## src/rtl/pwmtb_pkg.sv

```systemverilog
`timescale 1ns/1ps
package pwmtb_pkg;
    parameter int CNT_W  = 16;
    parameter int CODE_W = 3;
    parameter int ADDR_W = 3;
    parameter int NCH    = 2;

    localparam int S1_W   = (1 << CODE_W) - 1;
    localparam int S2_W   = CODE_W + 1;
    localparam int P1_LSB = 10;
    localparam int P2_LSB = 7;

    typedef enum logic [1:0] {
        MODE_UP   = 2'd0,
        MODE_DOWN = 2'd1,
        MODE_UPDN = 2'd2,
        MODE_FRZ  = 2'd3
    } cmode_e;

    localparam logic [ADDR_W-1:0] A_CTRL = ADDR_W'(0);
    localparam logic [ADDR_W-1:0] A_PRD  = ADDR_W'(1);
    localparam logic [ADDR_W-1:0] A_CMPA = ADDR_W'(2);
    localparam logic [ADDR_W-1:0] A_CMPB = ADDR_W'(3);
    localparam logic [ADDR_W-1:0] A_CNT  = ADDR_W'(4);

    // last count value of the power-of-two stage: 2^code - 1
    function automatic logic [S1_W-1:0] s1_last(input logic [CODE_W-1:0] code);
        logic [S1_W-1:0] r;
        for (int i = 0; i < S1_W; i++) r[i] = (i < int'(code));
        return r;
    endfunction

    // last count value of the even stage: ratio 1 for code 0, else 2*code
    function automatic logic [S2_W-1:0] s2_last(input logic [CODE_W-1:0] code);
        logic [S2_W-1:0] t;
        t = {code, 1'b0};
        return (code == '0) ? '0 : t - 1'b1;
    endfunction
endpackage

```

## src/rtl/pwmtb_prescale.sv

```systemverilog
`timescale 1ns/1ps
module pwmtb_prescale
    import pwmtb_pkg::*;
(
    input  logic              clk,
    input  logic              rst_n,
    input  logic              clr,
    input  logic [CODE_W-1:0] code1,
    input  logic [CODE_W-1:0] code2,
    output logic              tick
);
    typedef struct packed {
        logic [S1_W-1:0] s1;
        logic [S2_W-1:0] s2;
    } pst_t;

    pst_t st_q, st_d;
    logic s1_wrap, s2_wrap;

    always_comb begin
        s1_wrap = (st_q.s1 >= s1_last(code1));
        s2_wrap = (st_q.s2 >= s2_last(code2));
        tick    = s1_wrap && s2_wrap && !clr;
        st_d    = st_q;
        if (clr) begin
            st_d = '0;
        end else if (s1_wrap) begin
            st_d.s1 = '0;
            st_d.s2 = s2_wrap ? '0 : st_q.s2 + 1'b1;
        end else begin
            st_d.s1 = st_q.s1 + 1'b1;
        end
    end

    always_ff @(posedge clk or negedge rst_n) begin
        if (!rst_n) st_q <= '0;
        else        st_q <= st_d;
    end
endmodule

```

## src/rtl/pwmtb_count.sv

```systemverilog
`timescale 1ns/1ps
module pwmtb_count
    import pwmtb_pkg::*;
(
    input  logic             clk,
    input  logic             rst_n,
    input  logic             tick,
    input  logic             load,
    input  logic             dir_clr,
    input  cmode_e           mode,
    input  logic [CNT_W-1:0] prd,
    input  logic [CNT_W-1:0] load_val,
    output logic [CNT_W-1:0] cnt_q_o,
    output logic [CNT_W-1:0] cnt_d_o
);
    typedef struct packed {
        logic [CNT_W-1:0] cnt;
        logic             dn;
    } cst_t;

    cst_t st_q, st_d;

    always_comb begin
        st_d = st_q;
        if (load) begin
            st_d.cnt = load_val;
            st_d.dn  = 1'b0;
        end else if (dir_clr) begin
            st_d.dn = 1'b0;
        end else if (tick) begin
            unique case (mode)
                MODE_UP:   st_d.cnt = (st_q.cnt >= prd) ? '0 : st_q.cnt + 1'b1;
                MODE_DOWN: st_d.cnt = (st_q.cnt == '0) ? prd : st_q.cnt - 1'b1;
                MODE_UPDN: begin
                    if (!st_q.dn) begin
                        if (st_q.cnt >= prd) begin
                            st_d.dn  = 1'b1;
                            st_d.cnt = (st_q.cnt == '0) ? '0 : st_q.cnt - 1'b1;
                        end else begin
                            st_d.cnt = st_q.cnt + 1'b1;
                        end
                    end else begin
                        if (st_q.cnt == '0) begin
                            st_d.dn  = 1'b0;
                            st_d.cnt = (prd == '0) ? '0 : CNT_W'(1);
                        end else begin
                            st_d.cnt = st_q.cnt - 1'b1;
                        end
                    end
                end
                default: ;
            endcase
        end
    end

    always_ff @(posedge clk or negedge rst_n) begin
        if (!rst_n) st_q <= '0;
        else        st_q <= st_d;
    end

    assign cnt_q_o = st_q.cnt;
    assign cnt_d_o = st_d.cnt;


    no_step_chk: assert property (@(posedge clk) disable iff (!rst_n)
        (!tick && !load) |=> $stable(st_q.cnt));

    up_wrap_chk: assert property (@(posedge clk) disable iff (!rst_n)
        (mode == MODE_UP && tick && !load && st_q.cnt >= prd) |=> (st_q.cnt == '0));

    down_reload_chk: assert property (@(posedge clk) disable iff (!rst_n)
        (mode == MODE_DOWN && tick && !load && st_q.cnt == '0) |=> (st_q.cnt == $past(prd)));

    updn_turn_chk: assert property (@(posedge clk) disable iff (!rst_n)
        (mode == MODE_UPDN && tick && !load && !st_q.dn && prd != '0 && st_q.cnt >= prd) |=> st_q.dn);

    freeze_hold_chk: assert property (@(posedge clk) disable iff (!rst_n)
        (mode == MODE_FRZ && !load) |=> $stable(st_q.cnt));

    load_chk: assert property (@(posedge clk) disable iff (!rst_n)
        load |=> (st_q.cnt == $past(load_val) && !st_q.dn));
endmodule

```

## src/rtl/pwmtb_chan.sv

```systemverilog
`timescale 1ns/1ps
module pwmtb_chan
    import pwmtb_pkg::*;
(
    input  logic             clk,
    input  logic             rst_n,
    input  logic             hold,
    input  logic [CNT_W-1:0] cnt_nx,
    input  logic [CNT_W-1:0] prd_nx,
    input  logic [CNT_W-1:0] cmp_nx,
    output logic             pwm
);
    typedef struct packed {
        logic out;
    } ost_t;

    ost_t st_q, st_d;
    logic level;

    always_comb begin
        if (cmp_nx == '0)          level = 1'b0;
        else if (cmp_nx >= prd_nx) level = 1'b1;
        else                       level = (cnt_nx < cmp_nx);
        st_d     = st_q;
        if (!hold) st_d.out = level;
    end

    always_ff @(posedge clk or negedge rst_n) begin
        if (!rst_n) st_q <= '0;
        else        st_q <= st_d;
    end

    assign pwm = st_q.out;
endmodule

```

## src/rtl/pwm_timebase.sv

```systemverilog
`timescale 1ns/1ps
module pwm_timebase
    import pwmtb_pkg::*;
(
    input  logic              clk,
    input  logic              rst_n,
    input  logic              wr_en,
    input  logic [ADDR_W-1:0] wr_addr,
    input  logic [CNT_W-1:0]  wr_data,
    input  logic [ADDR_W-1:0] rd_addr,
    output logic [CNT_W-1:0]  rd_data,
    output logic              pwm_a,
    output logic              pwm_b
);
    typedef struct packed {
        logic [CODE_W-1:0]          p1;
        logic [CODE_W-1:0]          p2;
        logic [1:0]                 mode;
        logic [CNT_W-1:0]           prd;
        logic [NCH-1:0][CNT_W-1:0]  cmp;
    } rg_t;

    rg_t rg_q, rg_d;
    logic ctrl_wr, cnt_wr, tick;
    logic [CNT_W-1:0] cnt_q, cnt_d;
    logic [NCH-1:0]   pwm_vec;
    cmode_e mode_q, mode_d;

    always_comb begin
        rg_d    = rg_q;
        ctrl_wr = wr_en && (wr_addr == A_CTRL);
        cnt_wr  = wr_en && (wr_addr == A_CNT);
        if (wr_en) begin
            unique case (wr_addr)
                A_CTRL: begin
                    rg_d.p1   = wr_data[P1_LSB +: CODE_W];
                    rg_d.p2   = wr_data[P2_LSB +: CODE_W];
                    rg_d.mode = wr_data[1:0];
                end
                A_PRD:  rg_d.prd    = wr_data;
                A_CMPA: rg_d.cmp[0] = wr_data;
                A_CMPB: rg_d.cmp[1] = wr_data;
                default: ;
            endcase
        end
        mode_q = cmode_e'(rg_q.mode);
        mode_d = cmode_e'(rg_d.mode);
    end

    always_comb begin
        rd_data = '0;
        unique case (rd_addr)
            A_CTRL: begin
                rd_data[P1_LSB +: CODE_W] = rg_q.p1;
                rd_data[P2_LSB +: CODE_W] = rg_q.p2;
                rd_data[1:0]              = rg_q.mode;
            end
            A_PRD:  rd_data = rg_q.prd;
            A_CMPA: rd_data = rg_q.cmp[0];
            A_CMPB: rd_data = rg_q.cmp[1];
            A_CNT:  rd_data = cnt_q;
            default: ;
        endcase
    end

    always_ff @(posedge clk or negedge rst_n) begin
        if (!rst_n) begin
            rg_q      <= '0;
            rg_q.mode <= MODE_FRZ;
        end else begin
            rg_q <= rg_d;
        end
    end

    pwmtb_prescale u_pre (
        .clk   (clk),
        .rst_n (rst_n),
        .clr   (ctrl_wr),
        .code1 (rg_q.p1),
        .code2 (rg_q.p2),
        .tick  (tick)
    );

    pwmtb_count u_cnt (
        .clk      (clk),
        .rst_n    (rst_n),
        .tick     (tick),
        .load     (cnt_wr),
        .dir_clr  (ctrl_wr),
        .mode     (mode_q),
        .prd      (rg_q.prd),
        .load_val (wr_data),
        .cnt_q_o  (cnt_q),
        .cnt_d_o  (cnt_d)
    );

    for (genvar c = 0; c < NCH; c++) begin : g_ch
        pwmtb_chan u_ch (
            .clk    (clk),
            .rst_n  (rst_n),
            .hold   (mode_d == MODE_FRZ),
            .cnt_nx (cnt_d),
            .prd_nx (rg_d.prd),
            .cmp_nx (rg_d.cmp[c]),
            .pwm    (pwm_vec[c])
        );


        cmp_zero_low_chk: assert property (@(posedge clk) disable iff (!rst_n)
            (rg_q.cmp[c] == '0 && mode_q != MODE_FRZ) |-> !pwm_vec[c]);
    end

    assign pwm_a = pwm_vec[0];
    assign pwm_b = pwm_vec[1];
endmodule

```

## config.mk

```make
export PLATFORM = sky130hd
export DESIGN_NAME = pwm_timebase
export DESIGN_NICKNAME = d
export VERILOG_FILES = /design/src/rtl/pwmtb_pkg.sv /design/src/rtl/pwmtb_prescale.sv /design/src/rtl/pwmtb_count.sv /design/src/rtl/pwmtb_chan.sv /design/src/rtl/pwm_timebase.sv
export SDC_FILE = /design/constraint.sdc
export NUM_CORES = 1
export LEC_CHECK = 0
export BUFFER_PORTS_ARGS = -buffer_cell sky130_fd_sc_hd__clkbuf_2
export CAP_MARGIN = 20
export CORE_MARGIN = 8
export CORE_UTILIZATION = 45
export CTS_CLUSTER_DIAMETER = 100
export DETAILED_ROUTE_END_ITERATION = 12
export PLACE_DENSITY = 0.65
export SETUP_SLACK_MARGIN = 0.5
export SYNTH_ARGS = -nofsm -noshare
export SYNTH_HDL_FRONTEND = slang
export SYNTH_SLANG_ARGS = --single-unit
```

## constraint.sdc

```tcl
create_clock -name clk -period 4.9 [get_ports clk]
set_clock_uncertainty 0.1 [all_clocks]
set_input_delay 0.49 -clock clk [delete_from_list [all_inputs] [get_ports clk]]
set_output_delay 0.49 -clock clk [all_outputs]
set_load 0.03 [all_outputs]
```

==> results of run 1 <==
-- kinds of logic (layout without fill, tap and decap cells) --
group | count (synthesis) | after routing | share of synthesized area, %
AND/OR/NAND/NOR | 271 | 272 | 18.70
flip-flops | 86 | 86 | 28.67
AO/OA/AOI/OAI | 219 | 220 | 19.23
XOR/XNOR | 20 | 20 | 2.331
multiplexers | 60 | 60 | 8.775
adder cells (fa/ha/maj) | 96 | 96 | 15.98
buffers and inverters | 119 | 226 | 6.310
-- cells in the final DEF, fill, tap and decap left out, drive strengths merged, types with 3 or more instances in the layout --
master | Yosys | final
a2111oi | 4 | 4
a211o | 5 | 5
a211oi | 13 | 13
a21o | 17 | 17
a21oi | 41 | 42
a221oi | 7 | 7
a22oi | 21 | 21
a31oi | 5 | 5
and2 | 4 | 5
and3 | 9 | 9
buf | 11 | 90
clkbuf | 30 | 51
dfrtp | 84 | 84
ha | 96 | 96
inv | 78 | 80
mux2 | 31 | 31
mux2i | 28 | 28
nand2 | 68 | 68
nand2b | 13 | 13
nand3 | 32 | 32
nand4 | 18 | 18
nor2 | 60 | 60
nor2b | 8 | 8
nor3 | 14 | 14
nor4 | 26 | 26
o211ai | 5 | 5
o21a | 5 | 5
o21ai | 53 | 53
o21bai | 4 | 4
o221ai | 3 | 3
o22ai | 19 | 19
o311ai | 3 | 3
o31ai | 3 | 3
or3 | 5 | 5
xnor2 | 10 | 10
xor2 | 10 | 10
-- state kept, by name, indices dropped and copies added (netlist names) --
register and count:
g_ch.u_ch.pwm 2, mode_q 2, u_cnt.cnt_q_o 16, rg_q 54
u_cnt.st_q 1, u_pre.st_q 11
-- Yosys cell counts, types with 4 or more instances --
library cell / n / area, um^2
a22oi_1: 21 / 157.7
nor2b_1: 8 / 50.05
a21o_1: 17 / 127.6
o21ai_0: 39 / 195.2
o21bai_1: 4 / 30.03
a211oi_1: 12 / 90.09
a21oi_1: 40 / 200.2
o21a_1: 5 / 37.54
buf_2: 4 / 20.02
clkbuf_1: 30 / 112.6
mux2i_1: 26 / 260.3
nor3_1: 12 / 60.06
mux2_2: 30 / 337.8
xnor2_1: 10 / 87.58
o22ai_1: 19 / 118.9
nand2_1: 67 / 251.5
nand4_1: 18 / 112.6
a2111oi_0: 4 / 35.03
nand2b_1: 13 / 81.33
nor4_1: 24 / 150.1
a221oi_1: 6 / 52.55
or3_1: 5 / 31.28
nor2_1: 60 / 225.2
o21ai_1: 14 / 70.07
and3_1: 9 / 56.30
o211ai_1: 5 / 37.54
ha_1: 96 / 1201
a31oi_1: 5 / 31.28
nand3_1: 31 / 155.2
inv_1: 78 / 292.8
xor2_1: 10 / 87.58
a211o_1: 5 / 43.79
and2_1: 4 / 25.02
dfrtp_1: 84 / 2102
-- layout make-up --
class	count	area (um^2)	share of cell area, %
Clock buffer	10	239.0	2.568
Tap cell	220	275.3	2.958
Timing Repair Buffer	132	905.9	9.734
Clock inverter	6	92.59	0.9949
Inverter	78	295.3	3.173
Multi-Input combinational cell	668	5341	57.39
Sequential cell	86	2157	23.18
-- worst min path at each step --
stage                                               to                    start
final                          u_pre.st_q[4]$_DFF_PN0_  u_pre.st_q[4]$_DFF_PN0_
after global routing         u_cnt.st_q[0]$_DFFE_PN0P_                    wr_en
after CTS                    u_cnt.st_q[0]$_DFFE_PN0P_                    wr_en
after detailed placement            rg_q[17]$_DFF_PN0_                    rst_n
after global placement              rg_q[17]$_DFF_PN0_                    rst_n
after floorplan           g_ch[0].u_ch.pwm$_DFFE_PN0P_                    rst_n
-- per-layer routing --
metal  up-vias  track usage (%)  wire length [um]
met5         -                0                 0
met4         0            11.50              1177
met3        74            2.736              2111
met2       393            38.74             12070
met1      3581            32.63             11200
li1       3427                -                 -
-- worst reg2reg max path, stage by stage, from the launching register on --
cell and delay [ps]:
dfrtp_1 350, inv_1 100, ha_4 290, nand2_2 70, nor4_4 290, or4b_4 550, nand3_2 140, nor2b_4 60
buf_6 130, buf_4 140, a221oi_2 260, o221ai_2 210, ha_1 300, a21oi_2 160, a21oi_2 80, a211oi_2 250
nand3_1 120, or3_1 360, o311ai_1 260
-- power groups by stage --
stage,Clock [W],Combinational (W),Sequential (W)
3_3_place_gp,0,0.00268,0.00116
5_1_grt,0.000824,0.00375,0.00118
2_1_floorplan,0,0.00185,0.00108
3_5_place_dp,0,0.00270,0.00116
4_1_cts,0.000797,0.00296,0.00114
6_report,0.000792,0.00343,0.00117
-- per-stage QoR --
stage	setup slack [ps]	utilization [%]	setup TNS, ps
after floorplan	605.3	-	0
after global placement	121.1	49.75	0
after detailed placement	-16.42	49.75	-16.42
after CTS	505.1	53.50	0
after global routing	402.9	56.52	0
final	579.3	56.52	0
-- what timing repair did --
action,4_1_cts,5_1_grt
setup endpoints to repair,2,2
setup buffers,16,24
resized for setup,31,60
endpoints found under the hold margin,26,0
hold buffers,1,0
gates cloned,2,0
pin swaps,7,40
==> impl_metrics.env, run 1 <==
export IMPL_outcome="finished, final reports clean"
export IMPL_core_area_um2=16470
export IMPL_grt_usage_pct=24.39
export IMPL_cpMostUsedCell="a21oi_2"
export IMPL_clkPwrFrac_pct=14.7
export IMPL_synth_area_um2=7515
export IMPL_dieHeight_um=145.2
export IMPL_r2r_slack_ps=580
export IMPL_drive_above_1_share_pct=27.04
export IMPL_port_buffers=42
export IMPL_cts_sinks=86
export IMPL_hold_ws_ps=396.6
export IMPL_r2r_cells=18
export IMPL_total_power_w=0.005390
export IMPL_yosysUniqueCellTypes=72
export IMPL_cts_clk_slew_worst_paths_ps=70
export IMPL_async_flop_share_pct=100.0
export IMPL_syn2layout_area_growth_pct=23.84
export IMPL_cp_startpoint="rg_q[45]$_DFF_PN0_"
export IMPL_crit_path_top_delay_cell="or4b_4"
export IMPL_pin_count=43
export IMPL_yosysSeqAreaShare_pct=28.67
export IMPL_drv_slew=0
export IMPL_synth_edf_count=0
export IMPL_grt_pass1_wl_um=40870
export IMPL_ant_nets=0
export IMPL_switching_power_w=0.002489
export IMPL_fin_crit_sh_pct=88.18
export IMPL_worstPathMaxFanout=5
export IMPL_start_util_pct=45.64
export IMPL_antenna_found_initial=0
export IMPL_p_per_area_nw_per_um2=579.1
export IMPL_drt_wl_total_um=26560
export IMPL_clock_fmax_ghz=0.2314
export IMPL_relSlewSlack_pct=40.54
export IMPL_place_gp_congestion=0.9604
export IMPL_clk_path_buf_depth=2
export IMPL_vias=7475
export IMPL_cp_arrival_ps=4460
export IMPL_r2r_start="rg_q[45]$_DFF_PN0_"
export IMPL_cp_end_kind="flip-flop"
export IMPL_cts_buffers=9
export IMPL_tritoncts="yes"
export IMPL_crit_cells=18
export IMPL_dieArea_um2=21090
export IMPL_drtPass1Iterations=6
export IMPL_syn_num_nets=992
export IMPL_insertion_delay_ps=350
export IMPL_wire_per_inst_um=22.14
export IMPL_cpPeakStageDelay_ps=550
export IMPL_finalInstanceArea_um2=9306
export IMPL_synthFlopType="dfrtp_1"
export IMPL_syn_inst=871
export IMPL_min_path_cells=1
export IMPL_reg2reg_to="g_ch[1].u_ch.pwm$_DFFE_PN0P_"
export IMPL_grt_max_degree=61
export IMPL_final_nets=1096
export IMPL_p_int_w=0.002901
export IMPL_p_comb_share_pct=63.7
export IMPL_cts_max_level=3
export IMPL_drt_iter0_drc=962
export IMPL_dp_cells=1141
export IMPL_fillers=1469
export IMPL_cp_required_ps=5040
export IMPL_antennaDiodeCount=0
export IMPL_worstSetupPathType="reg -> reg"
export IMPL_p_leak_nw=4.208
export IMPL_cp_buffers_inverters=3
export IMPL_synth_seq_cells=86
export IMPL_path_cells="inv_1 > ha_4 > nand2_2 > nor4_4 > or4b_4 > nand3_2 > nor2b_4 > buf_6 > buf_4 > a221oi_2 > o221ai_2 > ha_1 > a21oi_2 > a21oi_2 > a211oi_2 > nand3_1 > or3_1 > o311ai_1"
export IMPL_grt_overflow_total=0
export IMPL_setup_viol=0
export IMPL_cts_root_buffer_cell="clkbuf_16"
export IMPL_power_frac_seq_pct=21.6
export IMPL_endpoint="g_ch[1].u_ch.pwm$_DFFE_PN0P_"
export IMPL_swShare_pct=46.18
export IMPL_viasPerCell=6.229
export IMPL_ir_worst_vdd_uv=251.1
export IMPL_grt_pass1_vias=7074
export IMPL_period_needed_ps=4321
export IMPL_max_cap_viol_count=0
export IMPL_drcViolationCount=0
export IMPL_rsz0062_at_grt="yes"
export IMPL_rows=47
export IMPL_final_instance_count_excl_fill=1200
export IMPL_crit_family="simple AND/OR/NAND/NOR gates"
export IMPL_tightest_slew_ps=891.9
export IMPL_setup_worst_path_start_class="flip-flop"
export IMPL_syn_area_per_cell_um2=8.628
export IMPL_hpwl_um=20010
export IMPL_hold_viol=0
export IMPL_hp_class="reg -> reg"
export IMPL_post_dp_cell_area_um2=8192
export IMPL_ys_warn_count=0
export IMPL_die_x_um=145.2
No activity file was read; power rests on OpenSTA's default activity.
==> inputs of run 2 (changes only) <==
--- a/config.mk
+++ b/config.mk
@@ -11,7 +11,6 @@
 export CORE_UTILIZATION = 45
 export CTS_CLUSTER_DIAMETER = 100
 export DETAILED_ROUTE_END_ITERATION = 12
-export PLACE_DENSITY = 0.65
 export SETUP_SLACK_MARGIN = 0.5
 export SYNTH_ARGS = -nofsm -noshare
 export SYNTH_HDL_FRONTEND = slang
==> run 2 against run 1 <==
Non-clock buffer count is 2 lower. Worst setup slack worse by 20 ps. First-iteration DRC count is 25% lower. Die area stayed put. Utilization is 0.49 points lower. Clock-buffer cell count stayed put. Power is 2.5% lower. Combinational power is 2% lower. Sequential share of layout area is 0.23 points higher. Routed wire length is 2.7% higher.
==> impl_metrics.env, run 2 (synthesis gave the netlist of run 1 again) <==
export IMPL_outcome="finished, final reports clean"
export IMPL_setup_worst_path_start_class="flip-flop"
export IMPL_drive_above_1_share_pct=27.02
export IMPL_largest_reg_flops=54
export IMPL_worstSetupPathType="reg -> reg"
export IMPL_viasPerCell=6.158
export IMPL_start_util_pct=45.64
export IMPL_drt_iter0_drc=721
export IMPL_fin_crit_sh_pct=88.58
export IMPL_hp_class="in -> async"
export IMPL_rsz0062_at_grt="yes"
export IMPL_cts_sinks=86
export IMPL_setup_viol=0
export IMPL_antenna_found_initial=0
export IMPL_antennaDiodeCount=0
export IMPL_relSlewSlack_pct=34.59
export IMPL_hold_viol=0
export IMPL_p_per_area_nw_per_um2=569.5
export IMPL_drt_wl_total_um=27290
export IMPL_finalSetupTns_ps=0
export IMPL_final_nets=1093
export IMPL_place_gp_congestion=0.9476
export IMPL_dieHeight_um=145.2
export IMPL_cp_end_kind="flip-flop"
export IMPL_cts_max_level=3
export IMPL_grt_max_degree=53
export IMPL_grt_usage_pct=24.96
export IMPL_ant_nets=0
export IMPL_swShare_pct=46.90
export IMPL_p_int_w=0.002790
export IMPL_fin_util_pct=56.03
export IMPL_hold_ws_ps=98.40
export IMPL_clk_path_buf_depth=2
export IMPL_hpwl_um=20390
export IMPL_cp_arrival_ps=4450
export IMPL_cts_hold_buf=0
export IMPL_ir_worst_vdd_uv=280.8
export IMPL_grt_pass1_wl_um=41460
export IMPL_clock_fmax_ghz=0.2304
export IMPL_power_frac_seq_pct=21.9
export IMPL_tightest_slew_ps=981.1
export IMPL_grt_overflow_total=0
export IMPL_drcViolationCount=0
export IMPL_insertion_delay_ps=350
export IMPL_core_area_um2=16470
export IMPL_vias=7371
export IMPL_p_comb_share_pct=64.1
export IMPL_p_leak_nw=4.181
export IMPL_total_power_w=0.005253
export IMPL_tritoncts="yes"
export IMPL_drv_slew=0
export IMPL_cts_root_buffer_cell="clkbuf_16"
export IMPL_pin_count=43
export IMPL_layout_common_cells="ha_1, buf_4, dfrtp_1"
export IMPL_wire_per_inst_um=22.79
export IMPL_switching_power_w=0.002464
export IMPL_cts_clk_slew_worst_paths_ps=70
export IMPL_max_cap_viol_count=0
export IMPL_port_buffers=42
export IMPL_grt_pass1_vias=7110
export IMPL_rows=47
export IMPL_cts_buffers=9
export IMPL_dieArea_um2=21090
export IMPL_drtPass1Iterations=5
export IMPL_final_common_cell="ha_1"
export IMPL_period_needed_ps=4340
export IMPL_cp_required_ps=5010
export IMPL_registers_top_by_ff_count="rg_q"
export IMPL_die_x_um=145.2
export IMPL_clkPwrFrac_pct=14.0
export IMPL_syn2layout_area_growth_pct=22.76
export IMPL_worstPathMaxFanout=7
-- run 2: cell count changes in the layout (fill, tap and decap cells not counted), sizes merged --
cell	before	now
a21oi	42	41
buf	90	89
bufinv	2	1
clkinv	1	3
clkinvlp	1	0
dlygate4sd3	1	0
-- run 2: critical path: stages, from the launching register on --
cell and delay (ps):
dfrtp_1 390, inv_1 160, ha_1 270, nand2_1 150
o21ai_0 170, a21oi_2 330, nand4b_4 220, buf_4 190
nand2_2 160, nor2_1 110, nor4_4 340, o21ai_2 120
ha_1 310, o21a_1 120, nor2_1 40, o31a_1 330
o31ai_2 240, o211ai_1 130, a21oi_1 190, o311ai_2 120
-- run 2: power groups by stage --
stage                     sequential (W)  combinational [W]  clock (W)
after floorplan                  0.00108            0.00185          0
after global placement           0.00115            0.00270          0
after detailed placement         0.00116            0.00271          0
after CTS                        0.00114            0.00299   0.000746
after global routing             0.00117            0.00367   0.000771
final                            0.00115            0.00337   0.000736
-- run 2: path summary, 6_finish.rpt --
| check | start | end | slack, ps | depth (start not counted) |
|---|---|---|---|---|
| worst max-delay path | rg_q[43]$_DFF_PN0_ | g_ch[1].u_ch.pwm$_DFFE_PN0P_ | 560 | 19 |
| worst min register to register | u_pre.st_q[4]$_DFF_PN0_ | u_pre.st_q[4]$_DFF_PN0_ | 390 | 1 |
| min in group clk | wr_data[4] | u_cnt.cnt_q_o[4]$_DFF_PN0_ | 390 | 3 |
| max in group asynchronous | rst_n | rg_q[41]$_DFF_PN0_ | 3610 | 2 |
| worst max register to register | rg_q[43]$_DFF_PN0_ | g_ch[1].u_ch.pwm$_DFFE_PN0P_ | 560 | 19 |
| worst min-delay path | rst_n | u_cnt.cnt_q_o[0]$_DFF_PN0_ | 100 | 1 |
-- run 2: what timing repair did --
action	4_1_cts	5_1_grt
resized for setup	35	55
endpoints found under the setup margin	2	2
setup buffers	15	23
gates cloned	1	0
pin swaps	11	38
-- run 2: cell type report --
cell class,count,area [um^2]
clock buffer,10,239.0
clock inverter,6,66.31
fill,1547,7241
inverter,78,292.8
multi-input combinational,667,5308
sequential,86,2160
tap,220,275.3
timing repair buffer,130,884.6
-- run 2: per-layer routing --
metal | up-vias | global-route usage [%] | share of wire, %
li1 | 3400 | - | -
met1 | 3539 | 32.81 | 43
met2 | 349 | 39.53 | 46
met3 | 83 | 4.229 | 7.0
met4 | 0 | 11.19 | 4.8
met5 | - | 0 | 0
-- run 2: through the flow --
step	cells	setup WS, ps	cell area [um^2]
after floorplan	871	605.3	7515
after detailed placement	1142	9.384	8199
after global placement	1142	153.4	8199
final	1197	559.7	9225
after global routing	1197	440.9	9225
after CTS	1174	507.7	8807
